File: config.mk
export PLATFORM = sky130hd
export DESIGN_NAME = phy_tport_seq
export DESIGN_NICKNAME = d
export VERILOG_FILES = /design/src/rtl/phy_tport_pkg.sv /design/src/rtl/tport_req_screen.sv /design/src/rtl/tport_phase_timer.sv /design/src/rtl/phy_tport_seq.sv
export SDC_FILE = /design/constraint.sdc
export NUM_CORES = 1
export LEC_CHECK = 0
export ABC_AREA = 1
export ABC_CLOCK_PERIOD_IN_PS = 2350
export BUFFER_PORTS_ARGS = -buffer_cell sky130_fd_sc_hd__buf_4
export CAP_MARGIN = 10
export CORE_MARGIN = 4
export CORE_UTILIZATION = 56
export CTS_CLUSTER_DIAMETER = 120
export DETAILED_ROUTE_END_ITERATION = 7
export PLACE_DENSITY = 0.89
export SETUP_SLACK_MARGIN = 0.02
export SYNTH_ARGS = -nofsm -noshare
export SYNTH_HDL_FRONTEND = slang
export SYNTH_SLANG_ARGS = --single-unit
File: constraint.sdc
create_clock -name clk -period 2.35 [get_ports clk]
set_clock_uncertainty 0.15 [all_clocks]
set_input_delay 0.235 -clock clk [delete_from_list [all_inputs] [get_ports clk]]
set_output_delay 0.235 -clock clk [all_outputs]
set_load 0.01 [all_outputs]
File: src/rtl/phy_tport_pkg.sv
package phy_tport_pkg;

   typedef enum logic [3:0] {
      ST_IDLE,
      ST_ASET,
      ST_AHI,
      ST_ALO,
      ST_DSET,
      ST_DHI,
      ST_DLO,
      ST_RWAIT,
      ST_CLO1,
      ST_CHI,
      ST_CLO2,
      ST_DONE
   } tport_state_e;

   function automatic logic is_addr_phase(tport_state_e s);
      return (s == ST_ASET) || (s == ST_AHI) || (s == ST_ALO);
   endfunction

   function automatic logic is_data_phase(tport_state_e s);
      return (s == ST_DSET) || (s == ST_DHI) || (s == ST_DLO);
   endfunction

endpackage

File: src/rtl/tport_req_screen.sv
module tport_req_screen #(
   parameter int REQ_W  = 12,
   parameter int PORT_W = 8
) (
   input  logic [REQ_W-1:0]  addr_in,
   input  logic [REQ_W-1:0]  data_in,
   input  logic              write_in,
   output logic              in_range,
   output logic [PORT_W-1:0] addr_out,
   output logic [PORT_W-1:0] data_out
);

   if (REQ_W < PORT_W) begin : g_bad_width
      $error("tport_req_screen: REQ_W must not be narrower than PORT_W");
   end

   if (REQ_W > PORT_W) begin : g_range_check
      logic addr_hi;
      logic data_hi;
      assign addr_hi  = |addr_in[REQ_W-1:PORT_W];
      assign data_hi  = |data_in[REQ_W-1:PORT_W];
      assign in_range = !addr_hi && !(write_in && data_hi);
   end else begin : g_no_check
      assign in_range = 1'b1;
   end

   assign addr_out = addr_in[PORT_W-1:0];
   assign data_out = data_in[PORT_W-1:0];

endmodule

File: src/rtl/tport_phase_timer.sv
module tport_phase_timer #(
   parameter int CW = 12
) (
   input  logic          clk,
   input  logic          rst_n,
   input  logic          load,
   input  logic [CW-1:0] load_val,
   output logic          last
);

   if (CW < 1) begin : g_bad_cw
      $error("tport_phase_timer: CW must be at least 1");
   end

   logic [CW-1:0] cnt;

   always_ff @(posedge clk or negedge rst_n) begin
      if (!rst_n) begin
         cnt <= '0;
      end else if (load) begin
         cnt <= load_val;
      end else if (cnt != '0) begin
         cnt <= cnt - 1'b1;
      end
   end

   assign last = (cnt == '0);

endmodule

File: src/rtl/phy_tport_seq.sv
module phy_tport_seq
   import phy_tport_pkg::*;
#(
   parameter int REQ_W      = 12,
   parameter int PORT_W     = 8,
   parameter int PW_W       = 8,
   parameter int SET_W      = 12,
   parameter int SETTLE_DEF = 125
) (
   input  logic              clk,
   input  logic              rst_n,
   input  logic              req_valid,
   input  logic              req_write,
   input  logic [REQ_W-1:0]  req_addr,
   input  logic [REQ_W-1:0]  req_wdata,
   input  logic              clr_req,
   input  logic [PW_W-1:0]   half_period,
   input  logic [SET_W-1:0]  settle_cycles,
   output logic              req_ready,
   output logic              done,
   output logic              err,
   output logic [PORT_W-1:0] rd_data,
   output logic              tp_clr,
   output logic              tp_clk,
   output logic              tp_en,
   output logic [PORT_W-1:0] tp_din,
   input  logic [PORT_W-1:0] tp_dout
);

   localparam int CW = (PW_W > SET_W) ? PW_W : SET_W;
   localparam logic [SET_W-1:0] SDEF_M1 = SET_W'(SETTLE_DEF - 1);

   if (SETTLE_DEF < 1 || SETTLE_DEF > (2 ** SET_W)) begin : g_bad_settle
      $error("phy_tport_seq: SETTLE_DEF must be in 1 .. 2**SET_W");
   end
   if (PW_W < 1 || SET_W < 1 || PORT_W < 1) begin : g_bad_widths
      $error("phy_tport_seq: widths must be at least 1");
   end

   tport_state_e state, state_nxt;

   logic              scr_ok;
   logic [PORT_W-1:0] scr_addr, scr_data;
   logic [PORT_W-1:0] addr_q, data_q;
   logic              wr_q;
   logic [PW_W-1:0]   half_m1_live, half_m1_q;
   logic [SET_W-1:0]  settle_m1_live, settle_m1_q;
   logic              tmr_load, tmr_last;
   logic [CW-1:0]     tmr_val;
   logic              accept, reject, start_clr, capture;

   tport_req_screen #(.REQ_W(REQ_W), .PORT_W(PORT_W)) i_screen (
      .addr_in  (req_addr),
      .data_in  (req_wdata),
      .write_in (req_write),
      .in_range (scr_ok),
      .addr_out (scr_addr),
      .data_out (scr_data)
   );

   tport_phase_timer #(.CW(CW)) i_timer (
      .clk      (clk),
      .rst_n    (rst_n),
      .load     (tmr_load),
      .load_val (tmr_val),
      .last     (tmr_last)
   );

   assign half_m1_live   = (half_period == '0) ? '0 : half_period - 1'b1;
   assign settle_m1_live = (settle_cycles == '0) ? SDEF_M1 : settle_cycles - 1'b1;

   assign req_ready = (state == ST_IDLE);
   assign start_clr = req_ready && clr_req;
   assign accept    = req_ready && !clr_req && req_valid && scr_ok;
   assign reject    = req_ready && !clr_req && req_valid && !scr_ok;

   always_comb begin
      state_nxt = state;
      tmr_load  = 1'b0;
      tmr_val   = CW'(half_m1_q);
      capture   = 1'b0;
      unique case (state)
         ST_IDLE: begin
            tmr_val = CW'(half_m1_live);
            if (start_clr) begin
               state_nxt = ST_CLO1;
               tmr_load  = 1'b1;
            end else if (accept) begin
               state_nxt = ST_ASET;
               tmr_load  = 1'b1;
            end else if (reject) begin
               state_nxt = ST_DONE;
            end
         end
         ST_ASET: if (tmr_last) begin state_nxt = ST_AHI; tmr_load = 1'b1; end
         ST_AHI:  if (tmr_last) begin state_nxt = ST_ALO; tmr_load = 1'b1; end
         ST_ALO: begin
            if (tmr_last) begin
               tmr_load = 1'b1;
               if (wr_q) begin
                  state_nxt = ST_DSET;
               end else begin
                  state_nxt = ST_RWAIT;
                  tmr_val   = CW'(settle_m1_q);
               end
            end
         end
         ST_DSET: if (tmr_last) begin state_nxt = ST_DHI; tmr_load = 1'b1; end
         ST_DHI:  if (tmr_last) begin state_nxt = ST_DLO; tmr_load = 1'b1; end
         ST_DLO:  if (tmr_last) state_nxt = ST_DONE;
         ST_RWAIT: begin
            if (tmr_last) begin
               state_nxt = ST_DONE;
               capture   = 1'b1;
            end
         end
         ST_CLO1: if (tmr_last) begin state_nxt = ST_CHI; tmr_load = 1'b1; end
         ST_CHI:  if (tmr_last) begin state_nxt = ST_CLO2; tmr_load = 1'b1; end
         ST_CLO2: if (tmr_last) state_nxt = ST_DONE;
         ST_DONE: state_nxt = ST_IDLE;
         default: state_nxt = ST_IDLE;
      endcase
   end

   // Request context, latched once at acceptance
   always_ff @(posedge clk or negedge rst_n) begin
      if (!rst_n) begin
         addr_q      <= '0;
         data_q      <= '0;
         wr_q        <= 1'b0;
         half_m1_q   <= '0;
         settle_m1_q <= '0;
      end else if (accept || start_clr) begin
         addr_q      <= scr_addr;
         data_q      <= scr_data;
         wr_q        <= req_write;
         half_m1_q   <= half_m1_live;
         settle_m1_q <= settle_m1_live;
      end
   end

   always_ff @(posedge clk or negedge rst_n) begin
      if (!rst_n) begin
         state <= ST_IDLE;
      end else begin
         state <= state_nxt;
      end
   end

   // Port pins registered from the next state so they line up with it
   always_ff @(posedge clk or negedge rst_n) begin
      if (!rst_n) begin
         tp_en  <= 1'b0;
         tp_clk <= 1'b0;
         tp_clr <= 1'b0;
         tp_din <= '0;
         done   <= 1'b0;
         err    <= 1'b0;
      end else begin
         tp_en  <= is_addr_phase(state_nxt);
         tp_clk <= (state_nxt == ST_AHI) || (state_nxt == ST_DHI);
         tp_clr <= (state_nxt == ST_CHI);
         if (is_addr_phase(state_nxt)) begin
            tp_din <= (state == ST_IDLE) ? scr_addr : addr_q;
         end else if (is_data_phase(state_nxt)) begin
            tp_din <= data_q;
         end else begin
            tp_din <= '0;
         end
         done   <= (state_nxt == ST_DONE);
         err    <= reject;
      end
   end

   always_ff @(posedge clk or negedge rst_n) begin
      if (!rst_n) begin
         rd_data <= '0;
      end else if (capture) begin
         rd_data <= tp_dout;
      end
   end

   // no pin activity while idle
   a_r9_idle_quiet: assert property (@(posedge clk) disable iff (!rst_n)
      req_ready |-> (!tp_clk && !tp_en && !tp_clr));

   // done only while busy, ready returns right after it
   a_r8_done_busy: assert property (@(posedge clk) disable iff (!rst_n)
      done |-> !req_ready);
   a_r8_done_release: assert property (@(posedge clk) disable iff (!rst_n)
      done |=> req_ready);

   // err only accompanies done
   a_r6_err_with_done: assert property (@(posedge clk) disable iff (!rst_n)
      err |-> done);

   // clear pulse never overlaps clock or enable
   a_r7_clr_exclusive: assert property (@(posedge clk) disable iff (!rst_n)
      tp_clr |-> (!tp_en && !tp_clk));

   // data-in holds while the test clock is high
   a_r2_din_stable_hi: assert property (@(posedge clk) disable iff (!rst_n)
      (tp_clk && $past(tp_clk)) |-> $stable(tp_din));

   // enable drops only with the test clock low
   a_r2_en_fall_clk_low: assert property (@(posedge clk) disable iff (!rst_n)
      $fell(tp_en) |-> !tp_clk);

endmodule

[Yosys cells after proc, flatten, opt, wreduce, memory -nomap -nowiden]
Index checks and enable logic that the tools add are counted.
Storage, ports and cells
  input bits: 57
  output and inout port bits: 22
  word-level logic and storage cells: 90
  flip-flop bits (word level): 74
Cells by class
  eq/ne operators: 18
  add/subtract/negate cells: 3
  muxes and demuxes: 28
  reduce and logical (&&, ||, !) cells: 27
Operators by type and width (number)
  two-way mux 12 bit: 5
  two-way mux 4 bit: 11
  one-hot mux 4 bit (9 select lines): 1
  two-way mux 8 bit: 4
  == test 4 x 3 -> 1 bit, second input constant: 7
  zero test 12 bit: 2
  one-hot mux 12 bit (2 select lines): 1
  subtractor 12 x 1 -> 12 bit, second input constant: 2
  == test 4 bit, second input constant: 5
  == test 4 x 2 -> 1 bit, second input constant: 4
  nonzero test 12 bit: 1
  == test 4 x 1 -> 1 bit, second input constant: 2
  zero test 8 bit: 1
  OR reduction 4 bit: 2
  subtractor 8 x 1 -> 8 bit, second input constant: 1
  logical AND 1 bit: 7
  OR reduction 7 bit: 1
  logical OR 1 bit: 6
  zero test 1 bit: 4
  zero test 4 bit: 1
  two-way mux 1 bit: 4
  OR reduction 3 bit: 1
  two-way mux 2 bit: 1
  one-hot mux 1 bit (2 select lines): 1
  nonzero test 2 bit: 1

[Depth between registers and ports, before layout]
Gate-level depths: netlist (run 1).
  word-level depth: 15
  mapped depth: 13
  depth with buffers taken out: 13

[By module]
Synthesis (run 1) repeated with hierarchy kept, for this count alone.
Unflattened totals
  cell total of the unflattened synthesis: 564
  area total of the unflattened synthesis: 4244.1 um2
Modules (own cells, without submodules)
  phy_tport_seq: area each 3263.1 um2, instances 1, cells each 420, sequential area each 1551.5 um2
  tport_phase_timer: area each 829.5 um2, instances 1, cells each 121, sequential area each 300.3 um2
  tport_req_screen: area each 151.4 um2, instances 1, cells each 23, sequential area each 0.0 um2

[Least setup slack after synthesis (run 1)]
OpenSTA, ideal clock, no wires.
  path type: register -> register
  start: reg i_timer.cnt[0]
  end: reg tp_en
  library setup time: 0.117 ns
  buffers on the path: 1
  path slack: 0.409 ns
  arrival time: 1.675 ns
  clock period less this slack: 1.941 ns
  cell stages (with the launch flop): 12
  data required time: 2.083 ns
  path through: dfrtp_1 inv_1 ha_1 nand2_2 nor2_4 nand2_2 buf_6 a21oi_4 inv_2 a21oi_4 nand2_4 and2_4
Between the ends
  word-level cells in the longest chain between the ends: 6
  elaborated cells between the ends (all ways): 15
  those cells by class: eq/ne: 3; mux: 9; reduce/logical: 3
Ends and longest elaborated chain
  from (decl): line tport_phase_timer.sv:15  | logic [CW-1:0] cnt;
  from (signal assigned): line tport_phase_timer.sv:21  | cnt <= load_val;
  from (signal assigned): line tport_phase_timer.sv:23  | cnt <= cnt - 1'b1;
  zero test 12 bit *: line tport_phase_timer.sv:27  | assign last = (cnt == '0);
  two-way mux 4 bit, or another cell as far along: line phy_tport_seq.sv:110, phy_tport_seq.sv:112, phy_tport_seq.sv:119
  one-hot mux 4 bit (9 select lines) *: line phy_tport_seq.sv:82  | unique case (state)
  == test 4 x 1 -> 1 bit or == test 4 x 2 -> 1 bit (tied branches): line phy_tport_pkg.sv:19  | return (s == ST_ASET) || (s == ST_AHI) || (s == ST_ALO);
  logical OR 1 bit: line phy_tport_pkg.sv:19
  logical OR 1 bit *: line phy_tport_pkg.sv:19
  to (signal assigned): line phy_tport_seq.sv:160  | tp_en <= is_addr_phase(state_nxt);
  to (decl): line phy_tport_seq.sv:25  | output logic tp_en,
Every way passes the cells marked *; elsewhere a longest branch is shown, timed or not.
A chain may end at the register's enable or synchronous reset.

[Worst setup path in the final report (run 1)]
  start: reg state[2]
  end: out req_ready
Between the ends
  word-level cells in the longest chain between the ends: 1
Ends and longest elaborated chain
  from (decl): line phy_tport_seq.sv:40  | tport_state_e state, state_nxt;
  from (signal assigned): line phy_tport_seq.sv:146  | state <= state_nxt;
  zero test 4 bit: line phy_tport_seq.sv:72  | assign req_ready = (state == ST_IDLE);
  to (decl): line phy_tport_seq.sv:19  | output logic req_ready,
Every way passes these cells.

==> out/qor.yml, run 1 <==
run_status:
  status: "complete, no violations"
clock_tree:
  worstSkewPairLatency_ns: 0.36
  cts-htree-levels: 3
  clkSinkCount: 74
  path_clk_slew_ns: 0.09
  cts_tree: "built"
  clock-root-buffer: "clkbuf_8"
  cts-buffers-inserted: 9
  clockBufferDepth: 2
  cts_setup_buffers: 0
floorplanning:
  die_area_um2: 8920
  die_y_um: 94.4
  die_w_um: 94.4
  initial_core_util: 0.577
  coreArea_um2: 7250
  ios: 79
  row_count: 31
synthesis:
  synth_flop_cell: "dfrtp_1"
  syn_nets: 609
  ys_seq_area_frac: 0.443
  synthCells: 547
  synth_cell_types: 38
  avgSynthCellArea_um2: 7.65
  async_flop_share: 1.00
  ys_ff_latch: 74
  synth_edf_count: 0
  yosys_warnings: 0
  synth_area_um2: 4180
worst_setup_path:
  cpLargestDelayFamily: "buffers and inverters"
  worstPathArrival_ns: 1.72
  cp_max_fo: 24
  cp.required_ns: 1.97
  cp_cell_sequence: "nor2_4 > nand2_2 > inv_2 > buf_4 > buf_4"
  reg2reg_slack_ns: 0.25
  end_kind: "output pin"
  path_common_cell: "buf_4"
  max_stage_delay_ns: 0.49
  cp.buffers_inverters: 3
  crit_path_start_kind: "flop"
  critPathKind: "reg2out"
  critPathSlowestCell: "dfrtp_1"
layout:
  mostFrequentLayoutCell: "nand2_1"
  final_nets: 715
  layout-drive-gt1-share: 0.208
  fin_util: 0.739
  final_area_um2: 5360
  area_growth_syn_to_layout_pct: 28.1
  final_cell_mix: "170 x nand2_1, 83 x buf_4, 74 x dfrtp_1, 53 x inv_1, 53 x nand3_1"
  insertedDiodeCount: 0
timing:
  max-slew-margin-rel: 0.591
  hold_viol: 0
  fin_crit_sh: 0.897
  setup_violations: 0
  fin_crit_ns: 2.11
  worstMarginPinSlew_ns: 0.614
  fin_ws_ns: 0.242
  max_freq_mhz: 474
  fin_tns_setup_ns: 0
  rsz0062_at_grt: "no"
  drv_slew: 0
route:
  first_pass_iters: 5
  routed_wl_um: 10900
  drt_iter0_drc: 407
  ant_nets: 0
  vias: 4138
  drc: 0
  wire_per_inst_um: 14.4
  viasPerCell: 5.47
global_routing:
  grt_usage: 0.256
  grt_max_degree: 49
  grt_pass1_wl_um: 18000
  antenna_found_initial: 0
  overflow: 0
  first_global_vias: 4061
power_and_ir_drop:
  switchingPower_uw: 2360
  swShare: 0.417
  clkPwrFrac: 0.199
  leakage_uw: 0.00272
  p_comb_frac: 0.430
  power.internal_uw: 3300
  p_seq_frac: 0.372
  powerDensity_nw_per_um2: 1060
  ir_drop_mv: 0.674
placed_design:
  gp_congestion: 0.887
  dp_slack_ns: 0.144
  numPortBuffers: 78
  placed_area_um2: 4860
  dpl.hpwl_um: 7480
worst_hold_path:
  hold_class: "in2reg"
flow_run:
  maxCapViolCount: 0
[synthesized netlist by cell type, types with 3 or more instances]
| cell type | n | area share |
|---|---|---|
| nand2_2 | 8 | 0.012 |
| nor2_1 | 47 | 0.042 |
| nand2_1 | 171 | 0.15 |
| xor2_1 | 9 | 0.019 |
| dfrtp_1 | 74 | 0.44 |
| inv_2 | 7 | 0.0063 |
| xnor2_1 | 6 | 0.013 |
| inv_1 | 53 | 0.048 |
| o211ai_1 | 5 | 0.0090 |
| nand4_1 | 7 | 0.010 |
| o21bai_1 | 3 | 0.0054 |
| nor2_4 | 3 | 0.0081 |
| o31ai_1 | 3 | 0.0054 |
| clkbuf_1 | 4 | 0.0036 |
| a21oi_1 | 9 | 0.011 |
| nor3_1 | 5 | 0.0060 |
| ha_1 | 5 | 0.015 |
| buf_4 | 3 | 0.0054 |
| o21ai_0 | 38 | 0.045 |
| nand3_1 | 53 | 0.063 |
| buf_2 | 5 | 0.0060 |
| mux2_2 | 8 | 0.022 |
[cell families after synthesis]
| family | synth area share |
|---|---|
| AND/OR/NAND/NOR | 0.318 |
| buffers and inverters | 0.0742 |
| AO/OA/AOI/OAI | 0.0972 |
| adder cells (fa/ha/maj) | 0.0150 |
| XOR/XNOR | 0.0314 |
| multiplexers | 0.0215 |
| flip-flops | 0.443 |
[repair_timing]
item | in CTS | in global routing
endpoints found under the setup margin | 0 | 31
resized for setup | 0 | 7
hold endpoints to repair | 71 | 0
hold buffers | 25 | 0
[per-stage QoR]
step | hold slack [ns] | total power (µW) | cells
2_1_floorplan | -0.211 | 3720 | 547
3_3_place_gp | 0.138 | 4280 | 716
3_5_place_dp | 0.137 | 4390 | 716
4_1_cts | 0.00753 | 5560 | 757
5_1_grt | 0.00158 | 6060 | 757
6_report | 0.0138 | 5660 | 757
[routing by layer]
metal / up-vias / share of wire / track usage
met2: 184 / 0.51 / 0.443
met3: 37 / 0.064 / 0.0614
li1: 1965 / - / -
met5: - / 0 / 0
met4: 0 / 0.035 / 0.119
met1: 1952 / 0.39 / 0.299
[worst reg2reg max path, cell delays in order, from the launching register on]
cell and delay, ns:
dfrtp_1 0.38, inv_1 0.11, ha_1 0.24, nand2_2 0.12, nor2_4 0.16, nand2_4 0.14, nor2_1 0.12, buf_4 0.18
nand2_1 0.08, nand3_1 0.08, nand3_1 0.07, nand2_1 0.08, nand3_1 0.09
[sequential cells by signal, summed over array words and instances, names as in the netlist, 4 cells and up]
| name | flops |
|---|---|
| data_q | 8 |
| settle_m1_q | 12 |
| i_timer.cnt | 12 |
| state | 4 |
| addr_q | 8 |
| tp_din | 8 |
| half_m1_q | 8 |
| rd_data | 8 |
[area by class of cell]
type	count	area (µm²)
well taps	99	124
flip-flops and latches	74	1850
inverters	60	230
fillers	482	1900
clock inverters	7	101
repair buffers	109	893
multi-input cells	399	2030
clock buffers	9	124
[path summary, 6_finish.rpt]
path                       depth (start not counted)            from              to
max                                                5        state[2]       req_ready
min                                                3     req_addr[0]       addr_q[0]
max reg2reg                                       12  i_timer.cnt[0]  i_timer.cnt[1]
min reg2reg                                        2  settle_m1_q[1]  settle_m1_q[1]
max in group asynchronous                          3           rst_n       addr_q[5]
min in group asynchronous                          2           rst_n  i_timer.cnt[9]
[power by group through the flow]
stage               registers (µW)  logic [µW]  clock network, µW
floorplan                     2040        1680                  0
global placement              2080        2200                  0
detailed placement            2100        2290                  0
CTS                           2080        2360               1120
global route                  2150        2730               1180
finish                        2100        2430               1120
Power figures use the tool's default switching activity.
==> inputs of run 2 (changes only) <==
--- a/config.mk
+++ b/config.mk
@@ -6,7 +6,7 @@
 export NUM_CORES = 1
 export LEC_CHECK = 0
 export ABC_AREA = 1
-export ABC_CLOCK_PERIOD_IN_PS = 2350
+export ABC_CLOCK_PERIOD_IN_PS = 1970
 export BUFFER_PORTS_ARGS = -buffer_cell sky130_fd_sc_hd__buf_4
 export CAP_MARGIN = 10
 export CORE_MARGIN = 4
==> constraint.sdc (replaced) <==
create_clock -name clk -period 1.97 [get_ports clk]
set_clock_uncertainty 0.15 [all_clocks]
set_input_delay 0.197 -clock clk [delete_from_list [all_inputs] [get_ports clk]]
set_output_delay 0.197 -clock clk [all_outputs]
set_load 0.01 [all_outputs]
==> run 2 against run 1 <==
  * The run now ends with setup timing left
  * Final area increased by 10%
  * Total power increased by 48%
  * First-iteration DRC count increased by 99%
  * Hold slack got worse by 0.012 ns
  * Non-clock buffer count increased by 31
  * Via count increased by 22%
  * Core utilization increased by 7.7 points
  * Global-route usage increased by 4.1 points
  * Count of clock-buffer cells in the layout unchanged
  * Largest cell class unchanged
==> out/qor.yml, run 2 (synthesis results as in run 1) <==
run_status:
  status: "finished, violations left"  # was complete, no violations
  violations: "setup timing"
timing:
  max_freq_mhz: 406
  max-slew-margin-rel: 0.669  # was 0.591
  fin_ws_ns: -0.493  # was 0.242 ns
  fin_tns_setup_ns: -5.55  # was 0 ns
  setup_violations: 35  # was 0
  fin_crit_sh: 1.25
  fin_crit_ns: 2.46
  drv_slew: 0  # unchanged
  fin_hold_ws_ns: 0.00216  # was 0.0138 ns
  hold_viol: 0  # unchanged
  rsz0062_at_grt: "yes"  # was no
  worstMarginPinSlew_ns: 0.496  # was 0.614 ns
clock_tree:
  cts-htree-levels: 3  # unchanged
  cts-buffers-inserted: 9  # unchanged
  clockBufferDepth: 2  # unchanged
  clkSinkCount: 74  # unchanged
  clock-root-buffer: "clkbuf_8"  # unchanged
  worstSkewPairLatency_ns: 0.38  # was 0.36 ns
  path_clk_slew_ns: 0.10  # was 0.09 ns
  cts_tree: "built"  # unchanged
placed_design:
  gp_congestion: 0.884  # was 0.887
  numPortBuffers: 78  # unchanged
  dpl.hpwl_um: 7570  # was 7480 µm
  placed_area_um2: 4980  # was 4860 µm²
worst_setup_path:
  critPathKind: "reg2reg"  # was reg2out
  cp_cell_sequence: "nor2_4 > nand2_2 > nor2_2 > nand2_2 > o21ai_0 > inv_1 > nand2_8 > nand2_2 > nor2_1"  # was nor2_4 > nand2_2 > inv_2 > buf_4 > buf_4
  path_common_cell: "nand2_2"  # was buf_4
  cp.required_ns: 2.09  # was 1.97 ns
  cp.buffers_inverters: 1  # was 3
  worstReg2RegStart: "state[3]"  # was i_timer.cnt[0]
  end_kind: "flop"  # was output pin
  max_stage_delay_ns: 0.49  # about the same
  crit_path_start_kind: "flop"  # unchanged
  critPathSlowestCell: "dfrtp_2"  # was dfrtp_1
  critPathLaunch: "state[3]"  # was state[2]
  cpLargestDelayFamily: "simple AND/OR/NAND/NOR gates"  # was buffers and inverters
  cp_max_fo: 5  # was 24
  worstPathArrival_ns: 2.58  # was 1.72 ns
layout:
  final_area_um2: 5920  # was 5360 µm²
  layout-drive-gt1-share: 0.308  # was 0.208
  area_growth_syn_to_layout_pct: 41.5  # was 28.1%
  reg_top3: "i_timer.cnt: 12 flops, settle_m1_q: 12 flops"  # unchanged
  seqCellArea_um2: 1860  # was 1850 µm²
  mostFrequentLayoutCell: "nand2_1"  # unchanged
  fillers: 374  # was 482
  final_cell_mix: "158 x nand2_1, 102 x buf_4, 70 x dfrtp_1, 48 x inv_1, 42 x nand3_1"  # was 170 x nand2_1, 83 x buf_4, 74 x dfrtp_1, 53 x inv_1, 53 x nand3_1
  final_nets: 749  # was 715
  multi_input_area_um2: 2300  # was 2030 µm²
floorplanning:
  coreArea_um2: 7250  # unchanged
  initial_core_util: 0.577  # unchanged
  die_area_um2: 8920  # unchanged
  die_w_um: 94.4  # unchanged
  row_count: 31  # unchanged
  die_y_um: 94.4  # unchanged
  ios: 79  # unchanged
flow_run:
  maxCapViolCount: 0  # unchanged
worst_hold_path:
  min_from: "half_period[5]"  # was req_addr[0]
  hold_class: "in2reg"  # unchanged
power_and_ir_drop:
  totalPowerFinal_uw: 8380  # was 5660 µW
  powerDensity_nw_per_um2: 1410  # was 1060 nW/µm²
  leakage_uw: 0.00294  # was 0.00272 µW
  ir_drop_mv: 0.689  # was 0.674 mV
global_routing:
  antenna_found_initial: 0  # unchanged
  overflow: 0  # unchanged
  grt_pass1_wl_um: 20600  # was 18000 µm
  grt_usage: 0.296  # was 0.256
  grt_max_degree: 48  # was 49
  first_global_vias: 4377  # was 4061
route:
  drt_iter0_drc: 810  # was 407
  viasPerCell: 6.35  # was 5.47
  routed_wl_um: 16700  # was 10900 µm
  first_pass_iters: 7  # was 5
  drc: 0  # unchanged
  vias: 5033  # was 4138
  wire_per_inst_um: 21.1  # was 14.4 µm
  ant_nets: 0  # unchanged
-- run 2: cell types whose count changed in the layout (fill, tap and decap cells not counted), sizes merged --
cell         delta
inv             +3
nor2            +1
bufinv          -1
clkinv          -1
diode           +1
buf            +28
clkinvlp        -1
nand2           +2
dlygate4sd3     +3
-- run 2: timing repair --
| item | CTS | global route |
|---|---|---|
| cloned | 1 | 3 |
| endpoints found under the setup margin | 30 | 53 |
| gates resized for setup | 22 | 59 |
| pin swaps | 6 | 21 |
| hold buffers | 28 | 0 |
| endpoints found under the hold margin | 63 | 0 |
| buffers inserted | 5 | 10 |
-- run 2: final timing paths --
check	end	slack, ns	depth (start not counted)
worst max-delay path	done	-0.49	9
worst min-delay path	half_m1_q[5]	0.002	4
worst max register to register	done	-0.49	9
worst min register to register	data_q[6]	0.34	2
max in group asynchronous	half_m1_q[4]	0.90	3
min in group asynchronous	rd_data[2]	0.17	2
-- run 2: routing by layer --
layer	global-route usage	vias up	part of all wire
met1	0.353	2327	0.33
met4	0.140	0	0.089
li1	-	2042	-
met5	0	-	0
met2	0.514	487	0.48
met3	0.0590	177	0.11
-- run 2: layout make-up --
class / instances / area share
flip-flops and latches: 74 / 0.314
inverters: 60 / 0.0402
clock buffers: 9 / 0.0209
repair buffers: 140 / 0.202
well taps: 99 / 0.0209
multi-input cells: 402 / 0.388
diodes: 1 / 0.000423
clock inverters: 7 / 0.0137
-- run 2: power by group --
group / switching (µW) / internal (µW)
registers: 471 / 2120
logic: 2810 / 1660
clock network: 707 / 608
-- run 2: worst reg2reg max path, stage by stage (launching register included) --
cell,delay [ns]
dfrtp_2,0.49
nor2_4,0.20
nand2_2,0.16
nor2_2,0.16
nand2_2,0.10
o21ai_0,0.31
inv_1,0.20
nand2_8,0.16
nand2_2,0.12
nor2_1,0.29
-- run 2: through the flow --
step                      utilization  cells  worst slack, ns
after floorplan                     -    547           0.0288
after detailed placement        0.687    728          -0.0144
after global routing            0.816    791           -0.652
after CTS                       0.770    778           0.0178
after global placement          0.687    728           0.0333
final                           0.816    792           -0.493
